==> src/rtl/rmt_pkg.sv <==
package rmt_pkg;
    localparam int DATA_W    = 32;
    localparam int ROB_DEPTH = 32;
    localparam int TAG_W     = $clog2(ROB_DEPTH);
    localparam int CNT_W     = $clog2(ROB_DEPTH) + 1;

    typedef logic [DATA_W-1:0] data_t;
    typedef logic [TAG_W-1:0]  tag_t;
    typedef logic [CNT_W-1:0]  cnt_t;

    typedef struct packed {
        data_t value;
        tag_t  tag;
        cnt_t  pending;
    } map_entry_t;

    typedef enum logic [1:0] {
        CNT_HOLD = 2'b00,
        CNT_DEC  = 2'b01,
        CNT_INC  = 2'b10,
        CNT_BOTH = 2'b11
    } cnt_op_e;

    localparam cnt_t CNT_MAX = {CNT_W{1'b1}};

    function automatic cnt_t next_pending(cnt_t cur, cnt_op_e op);
        cnt_t res;
        case (op)
            CNT_INC: res = (cur == CNT_MAX) ? cur : cur + cnt_t'(1);
            CNT_DEC: res = (cur == '0) ? cur : cur - cnt_t'(1);
            default: res = cur;
        endcase
        return res;
    endfunction
endpackage

==> src/rtl/rmt_entry.sv <==
module rmt_entry
    import rmt_pkg::*;
(
    input  logic       clk,
    input  logic       rst,
    input  logic       frozen,
    input  logic       inval,
    input  logic       ren_hit,
    input  tag_t       ren_tag,
    input  logic       cmt_hit,
    input  tag_t       cmt_tag,
    input  data_t      cmt_data,
    output map_entry_t entry
);
    logic    inc;
    cnt_op_e op;

    assign inc = ren_hit && !frozen;
    assign op  = cnt_op_e'({inc, cmt_hit});

    always_ff @(posedge clk) begin
        if (rst) begin
            entry <= '0;
        end else if (inval) begin
            entry.pending <= '0;
            entry.tag     <= '0;
        end else begin
            entry.pending <= next_pending(entry.pending, op);
            if (cmt_hit)
                entry.value <= cmt_data;
            if (inc)
                entry.tag <= ren_tag;
            else if (cmt_hit && entry.tag == cmt_tag)
                entry.tag <= '0;
        end
    end


    step_by_one_chk: assert property (@(posedge clk) disable iff (rst)
        !inval |=> (entry.pending == $past(entry.pending)
                 || entry.pending == $past(entry.pending) + cnt_t'(1)
                 || entry.pending == $past(entry.pending) - cnt_t'(1)));


    no_underflow_chk: assert property (@(posedge clk) disable iff (rst)
        (entry.pending == '0 && !ren_hit) |=> entry.pending != CNT_MAX);


    frozen_no_inc_chk: assert property (@(posedge clk) disable iff (rst)
        (frozen && !inval) |=> entry.pending <= $past(entry.pending));


    inval_clear_chk: assert property (@(posedge clk) disable iff (rst)
        inval |=> (entry.pending == '0 && entry.tag == '0));


    no_overflow_chk: assert property (@(posedge clk) disable iff (rst)
        (entry.pending == CNT_MAX && !inval) |=> entry.pending >= CNT_MAX - cnt_t'(1));
endmodule

==> src/rtl/rmt_read_port.sv <==
module rmt_read_port
    import rmt_pkg::*;
#(
    parameter int NUM_REGS = 32,
    localparam int IDX_W   = $clog2(NUM_REGS)
) (
    input  map_entry_t [NUM_REGS-1:0] table_q,
    input  logic [IDX_W-1:0]          rd_reg,
    output logic                      rd_ready,
    output data_t                     rd_data,
    output tag_t                      rd_tag
);
    map_entry_t sel;

    always_comb begin
        sel      = table_q[rd_reg];
        rd_ready = (sel.pending == '0);
        rd_data  = rd_ready ? sel.value : '0;
        rd_tag   = rd_ready ? '0 : sel.tag;
    end
endmodule

==> src/rtl/reg_map_table.sv <==
module reg_map_table
    import rmt_pkg::*;
#(
    parameter int NUM_REGS = 32,
    localparam int IDX_W   = $clog2(NUM_REGS)
) (
    input  logic                 clk,
    input  logic                 rst,
    input  logic                 ren_valid,
    input  logic [IDX_W-1:0]     ren_reg,
    input  logic [TAG_W-1:0]     ren_tag,
    input  logic                 cmt_valid,
    input  logic [IDX_W-1:0]     cmt_reg,
    input  logic [TAG_W-1:0]     cmt_tag,
    input  logic [DATA_W-1:0]    cmt_data,
    input  logic                 trace_spec,
    input  logic                 invalidate,
    input  logic [IDX_W-1:0]     rd_reg,
    output logic                 rd_ready,
    output logic [DATA_W-1:0]    rd_data,
    output logic [TAG_W-1:0]     rd_tag
);
    logic                      frozen_q;
    map_entry_t [NUM_REGS-1:0] table_q;

    always_ff @(posedge clk) begin
        if (rst || invalidate)
            frozen_q <= 1'b0;
        else if (trace_spec)
            frozen_q <= 1'b1;
    end

    for (genvar g = 0; g < NUM_REGS; g++) begin : g_entry
        rmt_entry u_entry (
            .clk      (clk),
            .rst      (rst),
            .frozen   (frozen_q),
            .inval    (invalidate),
            .ren_hit  (ren_valid && ren_reg == IDX_W'(g)),
            .ren_tag  (ren_tag),
            .cmt_hit  (cmt_valid && cmt_reg == IDX_W'(g)),
            .cmt_tag  (cmt_tag),
            .cmt_data (cmt_data),
            .entry    (table_q[g])
        );
    end

    rmt_read_port #(.NUM_REGS(NUM_REGS)) u_read (
        .table_q  (table_q),
        .rd_reg   (rd_reg),
        .rd_ready (rd_ready),
        .rd_data  (rd_data),
        .rd_tag   (rd_tag)
    );


    freeze_release_chk: assert property (@(posedge clk) disable iff (rst)
        invalidate |=> !frozen_q);


    freeze_sticky_chk: assert property (@(posedge clk) disable iff (rst)
        (frozen_q && !invalidate) |=> frozen_q);


    ready_view_chk: assert property (@(posedge clk) disable iff (rst)
        rd_ready |-> (table_q[rd_reg].pending == '0 && rd_tag == '0));
endmodule

==> config.mk <==
export PLATFORM = sky130hd
export DESIGN_NAME = reg_map_table
export DESIGN_NICKNAME = d
export VERILOG_FILES = /design/src/rtl/rmt_pkg.sv /design/src/rtl/rmt_entry.sv /design/src/rtl/rmt_read_port.sv /design/src/rtl/reg_map_table.sv
export SDC_FILE = /design/constraint.sdc
export NUM_CORES = 2
export LEC_CHECK = 0
export CAP_MARGIN = 20
export CORE_UTILIZATION = 32
export DETAILED_ROUTE_END_ITERATION = 10
export DONT_BUFFER_PORTS = 1
export MAX_ROUTING_LAYER = met4
export PLACE_DENSITY = 0.45
export SYNTH_ARGS = -nofsm -noshare
export SYNTH_HDL_FRONTEND = slang
export SYNTH_SLANG_ARGS = --single-unit
==> constraint.sdc <==
create_clock -name clk -period 3.36 [get_ports clk]
set_input_delay 0.168 -clock clk [delete_from_list [all_inputs] [get_ports clk]]
set_output_delay 0.168 -clock clk [all_outputs]
set_load 0.03 [all_outputs]
Yosys cells after proc, flatten, opt, wreduce, memory -nomap -nowiden:

Cells that the tools add are included.

* flip-flop bits (word level): 1377
* input bits: 63
* output and inout port bits: 38
* logic and storage cells: 875

* $add $sub $neg: 64
* magnitude comparators: 1
* equality and inequality tests: 254
* muxes and demuxes: 164
* bitwise logic cells: 1
* reduce and logical (&&, ||, !) cells: 294

Operator list (number)
* two-way mux 6 bit: 64
* case mux 6 bit (2 select lines): 32
* two-way mux 5 bit: 65
* binary-select mux 43 bit (select 5 bit): 1
* logical NOT 6 bit: 33
* adder 6 x 1 -> 6 bit, second input constant: 32
* equality test 6 bit, second input constant: 32
* subtractor 6 x 1 -> 6 bit, second input constant: 32
* equality test 5 bit: 32
* equality test 5 bit, second input constant: 32
* logical AND 1 bit: 128
* != test 2 bit, second input constant: 64
* nonzero test 2 bit: 64
* AND reduction 3 bit: 32
* equality test 5 x 4 -> 1 bit, second input constant: 16
* equality test 2 x 1 -> 1 bit, second input constant: 32
* equality test 2 bit, second input constant: 32
* AND reduction 2 bit: 32
* two-way mux 43 bit: 1
* equality test 5 x 3 -> 1 bit, second input constant: 8
* two-way mux 32 bit: 1
* equality test 5 x 2 -> 1 bit, second input constant: 4
* equality test 5 x 1 -> 1 bit, second input constant: 2
* logical NOT 5 bit: 2
* 5 further kinds: 5

Logic depth before layout (Yosys ltp):

* depth in word-level cells: 6
* mapped depth: 13
* gate-level depth less buffers: 9

Modules after synthesis:

A second synthesis with hierarchy kept.

* cell total of the unflattened synthesis: 7412
* area total of the unflattened synthesis: 64948.5 µm²

By module, submodules not included
* rmt_entry: times used 32, cells an instance 207, area each 1687.9 µm², seq. area each 860.8 µm²
* rmt_read_port: times used 1, cells an instance 691, area each 10447.5 µm², seq. area each 0.0 µm²
* reg_map_table: times used 1, cells an instance 97, area each 489.2 µm², seq. area each 20.0 µm²

Worst setup path after synthesis:

OpenSTA, ideal clock, no wires.

* path type: reg-to-reg
* from: register frozen_q
* to: register g_entry[8].u_entry.entry[4] in the netlist's numbering
* setup time: 128 ps
* arrival: 2961 ps
* data required time: 3232 ps
* slack: 271 ps
* cell stages (with the launch flop): 13
* path buffers: 3
* clock period less this slack: 3089 ps
* path through: dfxtp_1 > or3b_1 > clkbuf_1 > buf_2 > nor3_1 > clkbuf_1 > nor2_1 > xor2_1 > ha_1 > or4_1 > a22oi_1 > xnor2_1 > nor2_1

* word-level cells in the longest chain between the ends: 5
* elaborated cells on any way between the ends: 9
* those cells by class: 4 x eq/ne; 1 x mux; 4 x reduce/logical

RTL lines
* start: declaration: line reg_map_table.sv:23 `logic frozen_q;`
* start signal: assignment: line reg_map_table.sv:28 `frozen_q <= 1'b0;`
* start signal: assignment: line reg_map_table.sv:30 `frozen_q <= 1'b1;`
* logical NOT 1 bit (*): line rmt_entry.sv:18 `assign inc = ren_hit && !frozen;`
* logical AND 1 bit (*): line rmt_entry.sv:18
* equality test 2 x 1 -> 1 bit or equality test 2 bit (tied branches): line rmt_pkg.sv:28 `case (op)`
* != test 2 bit (no source line) or nonzero test 2 bit (tied branches)
* AND reduction 3 bit (no source line)
* end: declaration: line rmt_entry.sv:13 `output map_entry_t entry`

Every way passes the cells marked *; elsewhere a longest branch is shown, timed or not.
A chain may end at the register's enable or synchronous reset.

Worst setup path after layout:

* from: register g_entry[13].u_entry.entry[0] in the netlist's numbering
* to: output port rd_data[28]

* word-level cells in the longest chain between the ends: 4

RTL lines
* start: declaration: line rmt_entry.sv:13
* binary-select mux 43 bit (select 5 bit): line rmt_read_port.sv:16 `sel = table_q[rd_reg];`
* two-way mux 43 bit (implied by the code): line rmt_read_port.sv:16
* logical NOT 6 bit: line rmt_read_port.sv:17 `rd_ready = (sel.pending == '0);`
* two-way mux 32 bit: line rmt_read_port.sv:18 `rd_data = rd_ready ? sel.value : '0;`
* end: declaration: line reg_map_table.sv:20 `output logic [DATA_W-1:0] rd_data,`

No other way between the ends. The select of a mux whose other input is x is not followed.

==> results.txt <==
- Worst slew slack as a fraction of its limit: -16.6%
- RSZ-0062 raised after global routing: true
- For this run, the detailed router's first-pass iteration total came to 7.
- Traced cell by cell, the critical path runs through or3_4 -> or4_1 -> mux2_4 -> a2111o_1 -> o211a_4 -> buf_12 -> nor2_2 -> buf_6.
* Sort of element at the end of the critical path: primary output
* Most frequently used cell type in the post-synthesis netlist: sky130_fd_sc_hd__nand2_1
- Most area-consuming cells after synthesis: sky130_fd_sc_hd__dfxtp_1 42%, sky130_fd_sc_hd__nand2_1 14%, sky130_fd_sc_hd__mux4_2 13%
- Across every metal layer, demand over resource in global routing totals 25.2%.
- The via count of the first global-routing pass came to 56000.
- Fraction of synthesized cell area taken by the top area cell type: 42.4%
- Setup violations remaining at the end of the flow were counted as 38.
- Post-DR wirelength/cell: 23.9 um
- Of all nets on the critical path, the largest fanout is 23.
- Max-cap violations in this run came to 0.
- Maximum number of pins on one net before global-route repair: 856
- For this run, asynchronously set or reset flops after synthesis account for 0%.
- The die covers 205000 um^2.
- Clock edge transition at the registers on the reported setup and hold paths: 0.06 ns
- The number of endpoints with negative hold slack in the final report is 0.
- Power spread over the standard cell area amounts to 452 nW/um^2.
- Most used flip-flop cell after synthesis: sky130_fd_sc_hd__dfxtp_1
- Net switching is 24.2% of the power.
- The congestion estimate from routability-driven global placement came to 0.843.
- Relative to the synthesized area, the layout overhead comes to 22.7%.
* WP data arrival: 3.51 ns
* Synthesized area divided by synthesized cell count: 8.39 um^2
- For this run, the top clock speed supported by timing is 272 MHz.
* Overall power after layout: 36.0 mW
- Utilization after layout: 39.5%
- Total overflow reported by the global router: 0
- The number of antenna violations at the first check in global routing was 18.
- Number of instances in the synthesized netlist: 7746
- Buffers placed on the I/O ports in this run total 0.
- The final reports fail on slew limit, setup timing.
* Root buffer selected by CTS: sky130_fd_sc_hd__clkbuf_16
- By startpoint and endpoint, the worst setup path is classified as reg -> out.
- In this run the power spent charging and discharging nets is 8.73 mW.
- CTS saw 1377 sinks.
- Cell Area, Synth: 65000 um^2
- Final WS setup: -0.318 ns
- Library cell with the largest summed area after synthesis: sky130_fd_sc_hd__dfxtp_1
- Number of violations reported at the end of detailed-routing iteration 0: 5881
- Clock skew: 0.0505 ns
- In the final layout, the share of cells above drive strength 1 is 12.4%.
- Synthesis produced a netlist with a net count of 7841.
- H-tree levels: 4
- Pin placement for this block handled 101 I/O pins.
- The count of cells in the finished layout, fillers not included, comes to 10800.
- Synth cell types: 74
- Share of total power in combinational logic: 4.9%
- Die span in x: 453 um
- Vias per Instance: 5.46
* Slew Viols, Final: 188
* Most common library cells after synthesis: 2349 x sky130_fd_sc_hd__nand2_1, 1377 x sky130_fd_sc_hd__dfxtp_1, 1264 x sky130_fd_sc_hd__a21oi_1, 643 x sky130_fd_sc_hd__clkbuf_1, 371 x sky130_fd_sc_hd__mux4_2
- Yosys warnings: 0
- Leakage power of the design: 27.3 nW
* Detailed-route via count: 59000
* Worst Max-Slew Pin Slew: 1.75 ns
- Height of the die: 453 um
- The worst path uses 109% of the clock period.
- Total instance count after detailed placement: 9921
* Post-placement setup slack: 0.307 ns
* Max stage delay on crit path: 0.45 ns
- No sink is reached through more buffers than the 3 on the longest clock path.
- Clock latency on the worst-skew pair, taken at its later pin, is 0.83 ns.
- Hold Path Class: in -> reg
- For the worst setup path, the data required time is 3.19 ns.
* Wire length after detailed routing: 258000 um
- Nets@finish: 8084
- Initial core utilization: 32.2%
- For this run, design rule violations remaining after detail routing come to 0.
* Category of the worst setup path launch point: register
- Peak ir drop on the vdd network: 0.546 mV
* Part of the Yosys area used for sequential elements: 42.4%
* Share of total power in sequential cells: 45.5%
* Internal power: 27.3 mW
* Outcome: finished, violations left
* Number of core rows: 165
* Clock network fraction of total power: 49.5%
- The first global-routing pass estimated 377000 um of wire.
- Number of enable flip-flop cells after synthesis: 0
- Post-DP HPWL: 138000 um
* CTS tree: done
- Shortest clock period the worst path allows after layout: 3.68 ns
* Cell type of the slowest stage on the worst timing path: sky130_fd_sc_hd__a2111o_1
* Antenna-violating nets left: 0
* Post-synthesis sequential element count: 1377
- Adding up every negative setup slack in the final design gives -9.94 ns.
* Number of buffers inserted during clock tree synthesis: 163
- The core region is 202000 um^2.
==> final cells by class <==
type	instances	area (um^2)
multi-input cells	5643	35000
fillers	20100	122000
inverters	12	45.0
well taps	2672	3340
flip-flops and latches	1377	27600
clock buffers	256	4900
clock inverters	40	452
diodes	7	17.5
repair buffers	792	8330
==> registers in the layout, indices dropped and copies added (netlist names) <==
register,flops
g_entry.u_entry.entry,1376
frozen_q,1
==> path summary, 6_finish.rpt <==
check | startpoint | to | slack, ns | cells past startpoint
max | g_entry[13].u_entry.entry[0] | rd_data[28] | -0.32 | 8
min | ren_reg[3] | g_entry[30].u_entry.entry[5] | 0.06 | 5
max reg2reg | frozen_q | g_entry[13].u_entry.entry[4] | 0.33 | 10
min reg2reg | g_entry[6].u_entry.entry[29] | g_entry[6].u_entry.entry[29] | 0.45 | 2
==> power by group through the flow <==
| stage | logic [mW] | clock network, mW | registers (mW) |
|---|---|---|---|
| finish | 1.78 | 17.9 | 16.4 |
| global route | 1.85 | 18.9 | 16.4 |
| CTS | 1.58 | 18.2 | 16.4 |
| detailed placement | 0.940 | 0 | 16.8 |
| global placement | 0.936 | 0 | 16.8 |
| floorplan | 1.21 | 0 | 16.8 |
==> per-stage QoR <==
step | area, um^2 | hold WS (ns)
global route | 79700 | 0.0158
CTS | 79500 | 0.000180
global placement | 67900 | 0.292
detailed placement | 67900 | 0.305
finish | 79700 | 0.0569
floorplan | 65000 | 0.284
==> critical path, delay by kind of cell (launching register included) <==
kind	cells	cell delay, ns
AO/OA/AOI/OAI	2	0.71
multiplexers	1	0.29
AND/OR/NAND/NOR	3	0.97
flip-flops	1	0.35
buffers and inverters	2	0.36
==> kinds of logic (layout without fill, tap and decap cells) <==
logic type	Yosys count	after routing	share of synthesized area (%)
other	0	7	0
and+or+nand+nor	3356	3356	21.9
muxes	431	431	13.8
xor gates and xnor gates	296	296	3.99
DFF	1377	1377	42.4
adders and majority gates	32	32	0.616
AOI/OAI and AO/OA	1528	1528	13.0
buffers and inverters	726	1100	4.29
==> cells in the final DEF, fill, tap and decap left out, types with 82 or more instances in the layout <==
cell	Yosys	layout
sky130_fd_sc_hd__mux4_2	371	371
sky130_fd_sc_hd__a21oi_1	1264	1264
sky130_fd_sc_hd__dfxtp_1	1377	1370
sky130_fd_sc_hd__nand2_1	2349	2349
sky130_fd_sc_hd__buf_4	0	184
sky130_fd_sc_hd__nor2_1	299	262
sky130_fd_sc_hd__nand3_1	218	218
sky130_fd_sc_hd__nor3_1	87	82
sky130_fd_sc_hd__xor2_1	104	104
sky130_fd_sc_hd__xnor2_1	192	192
sky130_fd_sc_hd__clkbuf_16	0	167
sky130_fd_sc_hd__dlygate4sd3_1	0	522
==> metal layers <==
layer | up-vias | track usage, % | part of all wire [%]
li1 | 27300 | - | -
met1 | 29200 | 32.2 | 43
met2 | 2056 | 40.7 | 48
met3 | 436 | 3.77 | 6.7
met4 | 0 | 8.49 | 3.1
met5 | - | - | 0
==> repair_timing <==
action | CTS | global route
endpoints found under the setup margin | 38 | 38
pin swaps | 4 | 2
gates resized for setup | 24 | 17
hold buffers | 564 | 2
buffers inserted | 4 | 1
endpoints found under the hold margin | 1208 | 10
(Power assumes the default switching activity.)
